===== src/rtl/stall_pkg.sv =====
package stall_pkg;

  typedef enum logic [3:0] {
    K_OTHER     = 4'd0,
    K_FPCALC    = 4'd1,
    K_FDIVSQRT  = 4'd2,
    K_FDBLARITH = 4'd3,
    K_FXFORM    = 4'd4,
    K_FINNER    = 4'd5,
    K_LOAD      = 4'd6,
    K_FSTORE    = 4'd7,
    K_DSHIFT    = 4'd8,
    K_FDBLOTHER = 4'd9
  } op_kind_e;

  typedef enum logic [1:0] {
    HZ_NONE = 2'd0,
    HZ_RAW  = 2'd1,
    HZ_WAW  = 2'd2,
    HZ_WAR  = 2'd3
  } hazard_e;

  localparam logic GRP_LS = 1'b0;
  localparam logic GRP_FE = 1'b1;

  function automatic logic is_fp_compute(op_kind_e k);
    return (k == K_FPCALC) || (k == K_FDIVSQRT) || (k == K_FDBLARITH) ||
           (k == K_FXFORM) || (k == K_FINNER);
  endfunction

  function automatic logic needs_lat_floor(op_kind_e k);
    return (k == K_FDBLARITH) || (k == K_FDBLOTHER) ||
           (k == K_FINNER) || (k == K_FXFORM);
  endfunction

endpackage


===== src/rtl/stall_hazard_detect.sv =====
module stall_hazard_detect #(
  parameter int RW   = 5,
  parameter int NOPS = 2
) (
  input  logic [NOPS-1:0]    od_vld,
  input  logic [NOPS-1:0]    od_fp,
  input  logic [NOPS*RW-1:0] od_idx,
  input  logic [NOPS-1:0]    os_vld,
  input  logic [NOPS-1:0]    os_fp,
  input  logic [NOPS*RW-1:0] os_idx,
  input  logic [NOPS-1:0]    ys_vld,
  input  logic [NOPS-1:0]    ys_fp,
  input  logic [NOPS*RW-1:0] ys_idx,
  input  logic               yd_vld,
  input  logic               yd_fp,
  input  logic [RW-1:0]      yd_idx,
  output logic               raw_hit,
  output logic               raw_shamt_hit,
  output logic               war_hit,
  output logic               waw_match,
  output logic               old_fp_write
);
  localparam int SHAMT_SLOT = 1;

  logic [NOPS-1:0] src_hit;
  logic [NOPS-1:0] war_slot;
  logic [NOPS-1:0] waw_slot;

  for (genvar j = 0; j < NOPS; j++) begin : g_ysrc
    logic [NOPS-1:0] per_dst;
    for (genvar i = 0; i < NOPS; i++) begin : g_odst
      assign per_dst[i] = od_vld[i] && ys_vld[j] && (od_fp[i] == ys_fp[j]) &&
                          (od_idx[i*RW +: RW] == ys_idx[j*RW +: RW]);
    end
    assign src_hit[j] = |per_dst;
  end

  for (genvar i = 0; i < NOPS; i++) begin : g_slot
    assign war_slot[i] = yd_vld && os_vld[i] && (os_fp[i] == yd_fp) &&
                         (os_idx[i*RW +: RW] == yd_idx);
    assign waw_slot[i] = yd_vld && od_vld[i] && (od_fp[i] == yd_fp) &&
                         (od_idx[i*RW +: RW] == yd_idx);
  end

  assign raw_hit       = |src_hit;
  assign raw_shamt_hit = src_hit[SHAMT_SLOT];
  assign war_hit       = |war_slot;
  assign waw_match     = |waw_slot;
  assign old_fp_write  = |(od_vld & od_fp);
endmodule


===== src/rtl/stall_rule_calc.sv =====
module stall_rule_calc
  import stall_pkg::*;
#(
  parameter int LW = 4,
  parameter int CW = LW + 1
) (
  input  op_kind_e        old_kind,
  input  op_kind_e        yng_kind,
  input  logic            old_grp,
  input  logic            yng_grp,
  input  logic [LW-1:0]   old_lat,
  input  logic [LW-1:0]   old_lat_last,
  input  logic            raw_hit,
  input  logic            raw_shamt_hit,
  input  logic            war_hit,
  input  logic            waw_match,
  input  logic            old_fp_write,
  output logic            raw_act,
  output logic            waw_act,
  output logic            war_act,
  output logic [CW-1:0]   raw_cnt,
  output logic [CW-1:0]   waw_cnt,
  output logic [CW-1:0]   war_cnt
);
  localparam logic [CW-1:0] WAR_XFORM = CW'(5);
  localparam logic [CW-1:0] WAR_DBL   = CW'(2);
  localparam logic [CW-1:0] LAT_FLOOR = CW'(2);

  function automatic logic [CW-1:0] sat_dec(logic [CW-1:0] v, logic [CW-1:0] amt);
    return (v > amt) ? (v - amt) : '0;
  endfunction

  function automatic logic [CW-1:0] raw_latency(logic [LW-1:0] lat, op_kind_e ok,
                                                op_kind_e yk, logic fpw, logic shamt);
    logic [CW-1:0] e;
    e = CW'(lat);
    if (fpw && (e < LAT_FLOOR) && needs_lat_floor(yk)) e = LAT_FLOOR;
    if (is_fp_compute(ok) && (yk == K_FSTORE))          e = sat_dec(e, CW'(1));
    if ((ok == K_LOAD) && (yk == K_DSHIFT) && shamt)    e = e + CW'(1);
    return e;
  endfunction

  function automatic logic [CW-1:0] waw_latency(logic [LW-1:0] lat_last, op_kind_e ok);
    return sat_dec(CW'(lat_last), (ok == K_FDIVSQRT) ? CW'(1) : CW'(2));
  endfunction

  function automatic logic [CW-1:0] war_latency(op_kind_e ok);
    case (ok)
      K_FXFORM:    return WAR_XFORM;
      K_FDBLARITH: return WAR_DBL;
      default:     return '0;
    endcase
  endfunction

  assign raw_act = raw_hit;
  assign raw_cnt = raw_latency(old_lat, old_kind, yng_kind, old_fp_write, raw_shamt_hit);
  assign waw_act = waw_match && (old_grp == GRP_FE) && (yng_grp == GRP_LS);
  assign waw_cnt = waw_latency(old_lat_last, old_kind);
  assign war_cnt = war_latency(old_kind);
  assign war_act = war_hit && (war_cnt != '0);
endmodule


===== src/rtl/stall_arbiter.sv =====
module stall_arbiter
  import stall_pkg::*;
#(
  parameter int CW = 5
) (
  input  logic          raw_act,
  input  logic          waw_act,
  input  logic          war_act,
  input  logic [CW-1:0] raw_cnt,
  input  logic [CW-1:0] waw_cnt,
  input  logic [CW-1:0] war_cnt,
  output logic [CW-1:0] stall,
  output hazard_e       kind
);
  logic [CW-1:0] raw_v, waw_v, war_v;

  assign raw_v = raw_act ? raw_cnt : '0;
  assign waw_v = waw_act ? waw_cnt : '0;
  assign war_v = war_act ? war_cnt : '0;

  always_comb begin
    stall = raw_v;
    kind  = HZ_RAW;
    if (waw_v > stall) begin
      stall = waw_v;
      kind  = HZ_WAW;
    end
    if (war_v > stall) begin
      stall = war_v;
      kind  = HZ_WAR;
    end
    if (stall == '0) kind = HZ_NONE;
  end
endmodule


===== src/rtl/stall_countdown.sv =====
module stall_countdown #(
  parameter int CW = 5
) (
  input  logic          clk,
  input  logic          rst,
  input  logic          issue_valid,
  input  logic [CW-1:0] load_val,
  output logic [CW-1:0] remain,
  output logic          hold
);
  logic [CW-1:0] cnt_q;
  logic          take;

  assign hold = (cnt_q != '0);
  assign take = issue_valid && !hold;

  always_ff @(posedge clk) begin
    if (rst)        cnt_q <= '0;
    else if (take)  cnt_q <= load_val;
    else if (hold)  cnt_q <= cnt_q - CW'(1);
  end

  assign remain = cnt_q;
endmodule


===== src/rtl/dual_issue_stall_unit.sv =====
module dual_issue_stall_unit
  import stall_pkg::*;
#(
  parameter int LW   = 4,
  parameter int RW   = 5,
  parameter int NOPS = 2,
  localparam int CW  = LW + 1
) (
  input  logic               clk,
  input  logic               rst,
  input  logic               issue_valid,
  input  logic               old_grp,
  input  logic [3:0]         old_kind,
  input  logic [LW-1:0]      old_lat,
  input  logic [LW-1:0]      old_lat_last,
  input  logic [NOPS-1:0]    old_dst_vld,
  input  logic [NOPS-1:0]    old_dst_fp,
  input  logic [NOPS*RW-1:0] old_dst_idx,
  input  logic [NOPS-1:0]    old_src_vld,
  input  logic [NOPS-1:0]    old_src_fp,
  input  logic [NOPS*RW-1:0] old_src_idx,
  input  logic               yng_grp,
  input  logic [3:0]         yng_kind,
  input  logic [NOPS-1:0]    yng_src_vld,
  input  logic [NOPS-1:0]    yng_src_fp,
  input  logic [NOPS*RW-1:0] yng_src_idx,
  input  logic               yng_dst_vld,
  input  logic               yng_dst_fp,
  input  logic [RW-1:0]      yng_dst_idx,
  output logic [CW-1:0]      stall_cycles,
  output logic [1:0]         hazard,
  output logic               hold,
  output logic [CW-1:0]      remain
);
  op_kind_e      okind, ykind;
  hazard_e       hz;
  logic          raw_hit, raw_shamt_hit, war_hit, waw_match, old_fp_write;
  logic          raw_act, waw_act, war_act;
  logic [CW-1:0] raw_cnt, waw_cnt, war_cnt;

  assign okind = op_kind_e'(old_kind);
  assign ykind = op_kind_e'(yng_kind);

  stall_hazard_detect #(.RW(RW), .NOPS(NOPS)) u_detect (
    .od_vld(old_dst_vld), .od_fp(old_dst_fp), .od_idx(old_dst_idx),
    .os_vld(old_src_vld), .os_fp(old_src_fp), .os_idx(old_src_idx),
    .ys_vld(yng_src_vld), .ys_fp(yng_src_fp), .ys_idx(yng_src_idx),
    .yd_vld(yng_dst_vld), .yd_fp(yng_dst_fp), .yd_idx(yng_dst_idx),
    .raw_hit(raw_hit), .raw_shamt_hit(raw_shamt_hit), .war_hit(war_hit),
    .waw_match(waw_match), .old_fp_write(old_fp_write)
  );

  stall_rule_calc #(.LW(LW), .CW(CW)) u_rules (
    .old_kind(okind), .yng_kind(ykind), .old_grp(old_grp), .yng_grp(yng_grp),
    .old_lat(old_lat), .old_lat_last(old_lat_last),
    .raw_hit(raw_hit), .raw_shamt_hit(raw_shamt_hit), .war_hit(war_hit),
    .waw_match(waw_match), .old_fp_write(old_fp_write),
    .raw_act(raw_act), .waw_act(waw_act), .war_act(war_act),
    .raw_cnt(raw_cnt), .waw_cnt(waw_cnt), .war_cnt(war_cnt)
  );

  stall_arbiter #(.CW(CW)) u_arb (
    .raw_act(raw_act), .waw_act(waw_act), .war_act(war_act),
    .raw_cnt(raw_cnt), .waw_cnt(waw_cnt), .war_cnt(war_cnt),
    .stall(stall_cycles), .kind(hz)
  );

  assign hazard = hz;

  stall_countdown #(.CW(CW)) u_cnt (
    .clk(clk), .rst(rst), .issue_valid(issue_valid),
    .load_val(stall_cycles), .remain(remain), .hold(hold)
  );
endmodule


===== config.mk =====
export PLATFORM = sky130hd
export DESIGN_NAME = dual_issue_stall_unit
export DESIGN_NICKNAME = d
export VERILOG_FILES = /design/src/rtl/stall_pkg.sv /design/src/rtl/stall_hazard_detect.sv /design/src/rtl/stall_rule_calc.sv /design/src/rtl/stall_arbiter.sv /design/src/rtl/stall_countdown.sv /design/src/rtl/dual_issue_stall_unit.sv
export SDC_FILE = /design/constraint.sdc
export NUM_CORES = 1
export LEC_CHECK = 0
export ABC_AREA = 1
export BUFFER_PORTS_ARGS = -buffer_cell sky130_fd_sc_hd__buf_4
export CORE_MARGIN = 2
export CORE_UTILIZATION = 47
export DETAILED_ROUTE_END_ITERATION = 8
export PLACE_DENSITY = 0.89
export SYNTH_ARGS = -nofsm -noshare
export SYNTH_HDL_FRONTEND = slang
export SYNTH_SLANG_ARGS = --single-unit

===== constraint.sdc =====
create_clock -name clk -period 4.5 [get_ports clk]
set_input_delay 0.225 -clock clk [delete_from_list [all_inputs] [get_ports clk]]
set_output_delay 0.225 -clock clk [all_outputs]
set_load 0.01 [all_outputs]

==> results of run 1 <==
==> worst paths after layout <==
path / start / endpoint / cells past startpoint
min: rst / u_cnt.remain[1] / 2
max reg2reg: u_cnt.remain[0] / u_cnt.remain[4] / 8
max: yng_kind[1] / hazard[1] / 42
min reg2reg: u_cnt.remain[4] / u_cnt.remain[4] / 2
==> through the flow <==
| step | setup WS, ns | power [mW] | hold WS, ns |
|---|---|---|---|
| after floorplan | 0.0163 | 0.302 | 0.294 |
| after global placement | -0.214 | 0.462 | 0.426 |
| after detailed placement | -0.431 | 0.480 | 0.430 |
| after CTS | -0.150 | 0.586 | 0.195 |
| after global routing | -0.648 | 0.665 | 0.204 |
| final | -0.453 | 0.626 | 0.201 |
==> kinds of logic after synthesis <==
| kind of cell | count (synthesis) | share of synthesized area [%] |
|---|---|---|
| muxes | 1 | 0.489 |
| xor gates and xnor gates | 19 | 7.22 |
| AOI/OAI and AO/OA | 52 | 14.3 |
| and+or+nand+nor | 253 | 49.9 |
| buffers and inverters | 90 | 15.3 |
| DFF | 5 | 4.34 |
| adders and majority gates | 15 | 8.47 |
==> routing by layer <==
metal	up-vias	share of wire, %
met5	-	0
met3	62	8.2
met4	0	5.2
met1	1667	35
met2	220	52
li1	1688	-
==> power by group through the flow <==
| stage | clock [mW] | combinational (mW) | sequential [mW] |
|---|---|---|---|
| after floorplan | 0 | 0.218 | 0.0844 |
| after global placement | 0 | 0.385 | 0.0769 |
| after detailed placement | 0 | 0.402 | 0.0781 |
| after CTS | 0.0857 | 0.423 | 0.0774 |
| after global routing | 0.0860 | 0.500 | 0.0791 |
| final | 0.0867 | 0.462 | 0.0777 |
==> layout by cell type, fill, tap and decap left out, drive strengths merged <==
cell,Yosys,layout
buf,1,144
nand2,129,129
inv,88,88
nor2,56,56
nand3,29,29
a21oi,19,19
o21ai,16,16
xor2,15,15
ha,14,14
nor3,11,11
nand4,9,9
nor4,8,8
or2,7,7
dfxtp,5,5
o22ai,4,4
xnor2,4,4
clkbuf,0,4
nor3b,2,2
a32o,2,2
o2111ai,2,2
a221oi,1,1
bufinv,1,1
o21a,1,1
o21bai,1,1
and2,1,1
or3,1,1
a31oi,1,1
a21boi,1,1
mux2,1,1
o221ai,1,1
o211ai,1,1
o31ai,1,1
o22a,1,1
fa,1,1
==> final cells by class <==
| cell class | count | area [um2] | area share (%) |
|---|---|---|---|
| multi-input combinational | 340 | 2170 | 56.0 |
| clock buffer | 4 | 45.0 | 1.16 |
| tap | 67 | 83.8 | 2.16 |
| timing repair buffer | 144 | 1130 | 29.1 |
| sequential | 5 | 100 | 2.58 |
| inverter | 89 | 350 | 9.04 |
==> worst register-to-register path, delay by kind of cell (launching register included) <==
kind	cells	cell delay [ns]
and+or+nand+nor	4	0.73
DFF	1	0.32
buffers and inverters	2	0.22
adders and majority gates	1	0.18
AOI/OAI and AO/OA	1	0.16
==> timing repair <==
item                                   4_1_cts  5_1_grt
gates cloned                                 0        0
resized for setup                           39       43
endpoints found under the hold margin        0        0
setup endpoints to repair                    5        8
setup buffers                               16        6
hold buffers                                 0        0
pin swaps                                   31       30
==> impl_results.md, run 1 <==
- Period utilisation layout: 110%
- Worst Path Required: 4.28 ns
- Drc violations: 0
- Endpoint class of the critical path: output pin
- Buffers on Ports: 82
- Vias in the first global route: 3,365
- Crit Path Class: in -> out
- Final hold viol count: 0
- Largest delay contributor family on the critical path: buffers and inverters
- Post-layout util: 82.0%
- Int Pwr: 0.338 mW
- Dominant synthesized flop cell: dfxtp_1
- Tightest Pin Transition: 0.567 ns
- Die ar.: 5480 um2
- DR vias: 3,637
- Initial Util: 48.8%
- I/O pins: 83
- Largest net degree at the start of global routing: 9
- Initial antenna violation count: 0
- Bufs and invs on worst path: 16
- Final wirelength: 9660 um
- Final ANT Viol Nets: 0
- Yosys top cell area share: 19.4%
- #FFs+latches synth: 5
- CTS tree: yes
- Worst-Skew Late Latency: 0.23 ns
- Max Cap Viol: 0
- Clock root buffer: clkbuf_8
- Fmax: 202 MHz
- Total CTS buffers: 3
- Core Area: 4720 um2
- Post-synth top cells: 119 x nand2_1, 82 x inv_1, 52 x nor2_1
- M3 GR Usage: 3.39%
- Total grt overflow: 0
- Die width: 74.0 um
- Worst reg2reg setup slack: 2.81 ns
- Fin Clk Skew: 0.00126 ns
- Fraction of registers with async set/reset: 0%
- P_sw: 0.289 mW
- GRT Overall Usage: 32.4%
- Max incr delay on CP: 0.28 ns
- CTS Sinks: 5
- YS warnings: 0
- Final worst setup slack: -0.453 ns
- Max clock buf depth: 2
- Post-Syn Area: 2300 um2
- Finished Layout Cells: 649
- Failing checks: negative setup slack
- Syn_area_per_cell: 5.30 um2
- DR iter-0 viols: 289
- Tmin final: 4.95 ns
- First-pass GRT wire length: 14,200 um
- Row count: 25
- Die height: 74.0 um
- Sw Share: 46.1%
- Fraction of the yosys area taken by sequential cells: 4.34%
- Clock-pin slew on the worst setup and hold paths: 0.04 ns
- Final setup TNS: -2.23 ns
- # setup viols final: 7
- Mapped Nets: 520
- Hold Path Class: in -> reg
- Synth unique cells: 45
- Crit start category: input pin
- Placed Area: 3340 um2
- Leak pwr: 2.08 nW
- Critical path arrival: 4.73 ns
- Flop pwr share: 12.4%
- N_diodes: 0
- RSZ-0062 raised after global routing: true
- Layout net count: 668
- Most common cell in the netlist: nand2_1
- GR Util met1: 35.7%
- Most used cell, CP: buf_4
- Vias per cell: 5.60
- Placed instance count: 624
- Design area: 3870 um2
- Area grow syn2layout: 68.1%
- Post-synth top area cell: nand2_1
- GRT busiest layer: met2
- Fillers: 302
- Combinational group share of total power: 73.8%
- Placer Congestion: 0.990
- Crit-path slowest cell: ha_4
- Largest cells by area after synthesis: nand2_1 19%, inv_1 13%, nor2_1 8.5%
- TritonRoute pass-1 iters: 5
- Slew margin rel.: 61.8%
- Clock power frac: 13.8%
- Crit path max fanout: 5
- Final HPWL DP: 6480 um
- Max reg flops: 5
- Outcome: complete, but fails checks
- Mapped Cells: 435
- Post-synth EDFFs: 0
- Slew Viols, Final: 0
- Grt met2 use: 61.8%
- Power density over the cells: 162 nW/um2
- Routed wire length per instance: 14.9 um
- Max VDD drop: 0.000135 V
- Layout cells sized above 1: 41.8%
- Htree depth: 1
(Power assumes the default switching activity.)
==> inputs of run 2 (changes only) <==
Settings changed: PLACE_DENSITY 0.89 to 0.79.
==> run 2 against run 1 <==
Effect of this change: the flow still finishes with violations (negative setup slack); flip-flop and latch count unchanged; via count rose by 8.9%; maximum frequency shrank 6.5%; die area unchanged; critical endpoint unchanged; largest cell class unchanged.
==> impl_results.md, run 2 (synthesis results as in run 1) <==
- Outcome: complete, but fails checks (unchanged)
- Failing checks: negative setup slack (unchanged)
- Die height: 74.0 um (unchanged)
- # setup viols final: 8 (was 7)
- First-pass GRT wire length: 15,400 um (was 14,200 um)
- Fmax: 189 MHz (was 202 MHz)
- Die width: 74.0 um (unchanged)
- Tightest Pin Transition: 0.634 ns (was 0.567 ns)
- Vias in the first global route: 3,547 (was 3,365)
- Max VDD drop: 0.000163 V (was 0.000135 V)
- Leak pwr: 2.22 nW (was 2.08 nW)
- Tmin final: 5.30 ns (was 4.95 ns)
- I/O pins: 83 (unchanged)
- Row count: 25 (unchanged)
- Fin Clk Skew: 0.00286 ns (was 0.00126 ns)
- GRT Overall Usage: 36.1% (was 32.4%)
- Hold Path Class: in -> reg (unchanged)
- Final worst setup slack: -0.798 ns (was -0.453 ns)
- Period utilisation layout: 118% (was 110%)
- Final ANT Viol Nets: 0 (unchanged)
- Flop pwr share: 12.3% (was 12.4%)
- Final HPWL DP: 6410 um (was 6480 um)
- Vias per cell: 5.89 (was 5.60)
- Htree depth: 1 (unchanged)
- Slew margin rel.: 57.3% (was 61.8%)
- Total CTS buffers: 3 (unchanged)
- Most used cell, CP: inv_1 (was buf_4)
- Die ar.: 5480 um2 (unchanged)
- FF-to-FF path depth: 8 (unchanged)
- Worst-Skew Late Latency: 0.23 ns (about the same)
- Buffers on Ports: 82 (unchanged)
- Hold path depth: 2 (unchanged)
- Max clock buf depth: 2 (unchanged)
- Clock power frac: 13.2% (was 13.8%)
- CTS tree: yes (unchanged)
- Largest net degree at the start of global routing: 9 (unchanged)
- CP startpoint: old_kind[2] (was yng_kind[1])
- P_sw: 0.298 mW (was 0.289 mW)
- Layout cells sized above 1: 46.3% (was 41.8%)
- Most common cell after layout, fill and taps aside: buf_4 (unchanged)
- Crit start category: input pin (unchanged)
- Final wirelength: 12,200 um (was 9660 um)
- Slew Viols, Final: 0 (unchanged)
- Hold_ws: 0.199 ns (was 0.201 ns)
- Initial Util: 48.8% (unchanged)
- Total grt overflow: 0 (unchanged)
- Clock root buffer: clkbuf_8 (unchanged)
- Max reg flops: 5 (unchanged)
- Crit-path slowest cell: nor4_4 (was ha_4)
- Max incr delay on CP: 0.36 ns (was 0.28 ns)
- RSZ-0062 raised after global routing: true (unchanged)
- Combinational group share of total power: 74.5% (was 73.8%)
- N_diodes: 0 (unchanged)
- Most frequent cells in the layout: 154 x buf_4, 95 x nand2_1, 67 x inv_1 (was 132 x buf_4, 99 x nand2_1, 72 x inv_1)
- Routed wire length per instance: 18.2 um (was 14.9 um)
- Pre-CTS WS: -0.486 ns (was -0.431 ns)
- Worst Path Required: 4.28 ns (about the same)
- Reg2reg start: u_cnt.remain[0] (unchanged)
- Max Cap Viol: 0 (unchanged)
- Int Pwr: 0.344 mW (was 0.338 mW)
- Layout net count: 691 (was 668)
- CTS Sinks: 5 (unchanged)
- Worst Hold Launch: rst (unchanged)
- TritonRoute pass-1 iters: 6 (was 5)
- Crit Path Class: in -> out (unchanged)
- Power density over the cells: 155 nW/um2 (was 162 nW/um2)
- Initial antenna violation count: 0 (unchanged)
- DR vias: 3,960 (was 3,637)
- Sw Share: 46.5% (was 46.1%)
- Drc violations: 0 (unchanged)
- Hold endpoint: u_cnt.remain[0] (was u_cnt.remain[1])
- Area grow syn2layout: 80.2% (was 68.1%)
- Crit path max fanout: 7 (was 5)
- Clock-pin slew on the worst setup and hold paths: 0.04 ns (about the same)
- Placer Congestion: 0.968 (was 0.990)
- Fillers: 255 (was 302)
- Final hold viol count: 0 (unchanged)
- RR Endpoint: u_cnt.remain[4] (unchanged)
- Worst reg2reg setup slack: 2.88 ns (was 2.81 ns)
- Core Area: 4720 um2 (unchanged)
- Endpoint class of the critical path: output pin (unchanged)
- DR iter-0 viols: 421 (was 289)
- Critical path arrival: 5.07 ns (was 4.73 ns)
==> run 2: cell count changes in the layout (fill, tap and decap cells not counted), moves of 3 or more <==
cell	delta
inv_2	+4
inv_1	-5
buf_4	+22
nand2_1	-4
nor2_4	+3
==> run 2: repair_timing <==
action,4_1_cts,5_1_grt
endpoints found under the setup margin,7,8
gates cloned,0,0
hold buffers,0,0
gates resized for setup,55,53
pin swaps,40,37
buffers inserted,27,9
==> run 2: final cells by class <==
cell class                      count  area [um2]  share of cell area, %
Clock buffer                        4        45.0                   1.08
Inverter                           89         353                   8.49
Multi-Input combinational cell    340        2270                   54.6
Sequential cell                     5         100                   2.41
Tap cell                           67        83.8                   2.02
Timing Repair Buffer              167        1300                   31.4
==> run 2: worst max-delay path, delay by kind of cell <==
kind	cells	cell delay [ns]
AOI/OAI and AO/OA	6	0.95
buffers and inverters	10	1.00
and+or+nand+nor	16	2.16
adders and majority gates	3	0.71
==> run 2: power groups by stage <==
stage | Combinational [mW] | Clock [mW] | Sequential [mW]
after floorplan | 0.218 | 0 | 0.0844
after global placement | 0.392 | 0 | 0.0773
after detailed placement | 0.402 | 0 | 0.0789
after CTS | 0.424 | 0.0847 | 0.0783
after global routing | 0.518 | 0.0869 | 0.0797
final | 0.479 | 0.0847 | 0.0789
==> run 2: how the worst max path moves through the flow <==
| stage | to | cells past startpoint |
|---|---|---|
| 3_3_place_gp | hazard[0] | 37 |
| 6_report | hazard[1] | 35 |
| 5_1_grt | hazard[1] | 35 |
| 3_5_place_dp | hazard[0] | 38 |
| 4_1_cts | hazard[0] | 37 |
| 2_1_floorplan | hazard[0] | 35 |
==> run 2: routing by layer <==
layer | vias to the layer above | GRT usage [%] | wire length [um]
li1 | 1731 | - | -
met1 | 1764 | 38.6 | 4020
met2 | 332 | 65.9 | 5830
met3 | 133 | 4.34 | 1170
met4 | 0 | 24.2 | 1210
met5 | - | 0 | 0
==> run 2: per-stage QoR <==
stage	total power, mW	cells	TNS (ns)	utilization [%]	instance area, um2
finish	0.642	672	-5.32	87.9	4150
global route	0.685	672	-6.68	87.9	4150
CTS	0.587	664	-0.683	82.2	3880
detailed placement	0.481	633	-2.91	72.2	3410
global placement	0.469	633	-1.24	72.2	3410
floorplan	0.302	435	0	-	2340
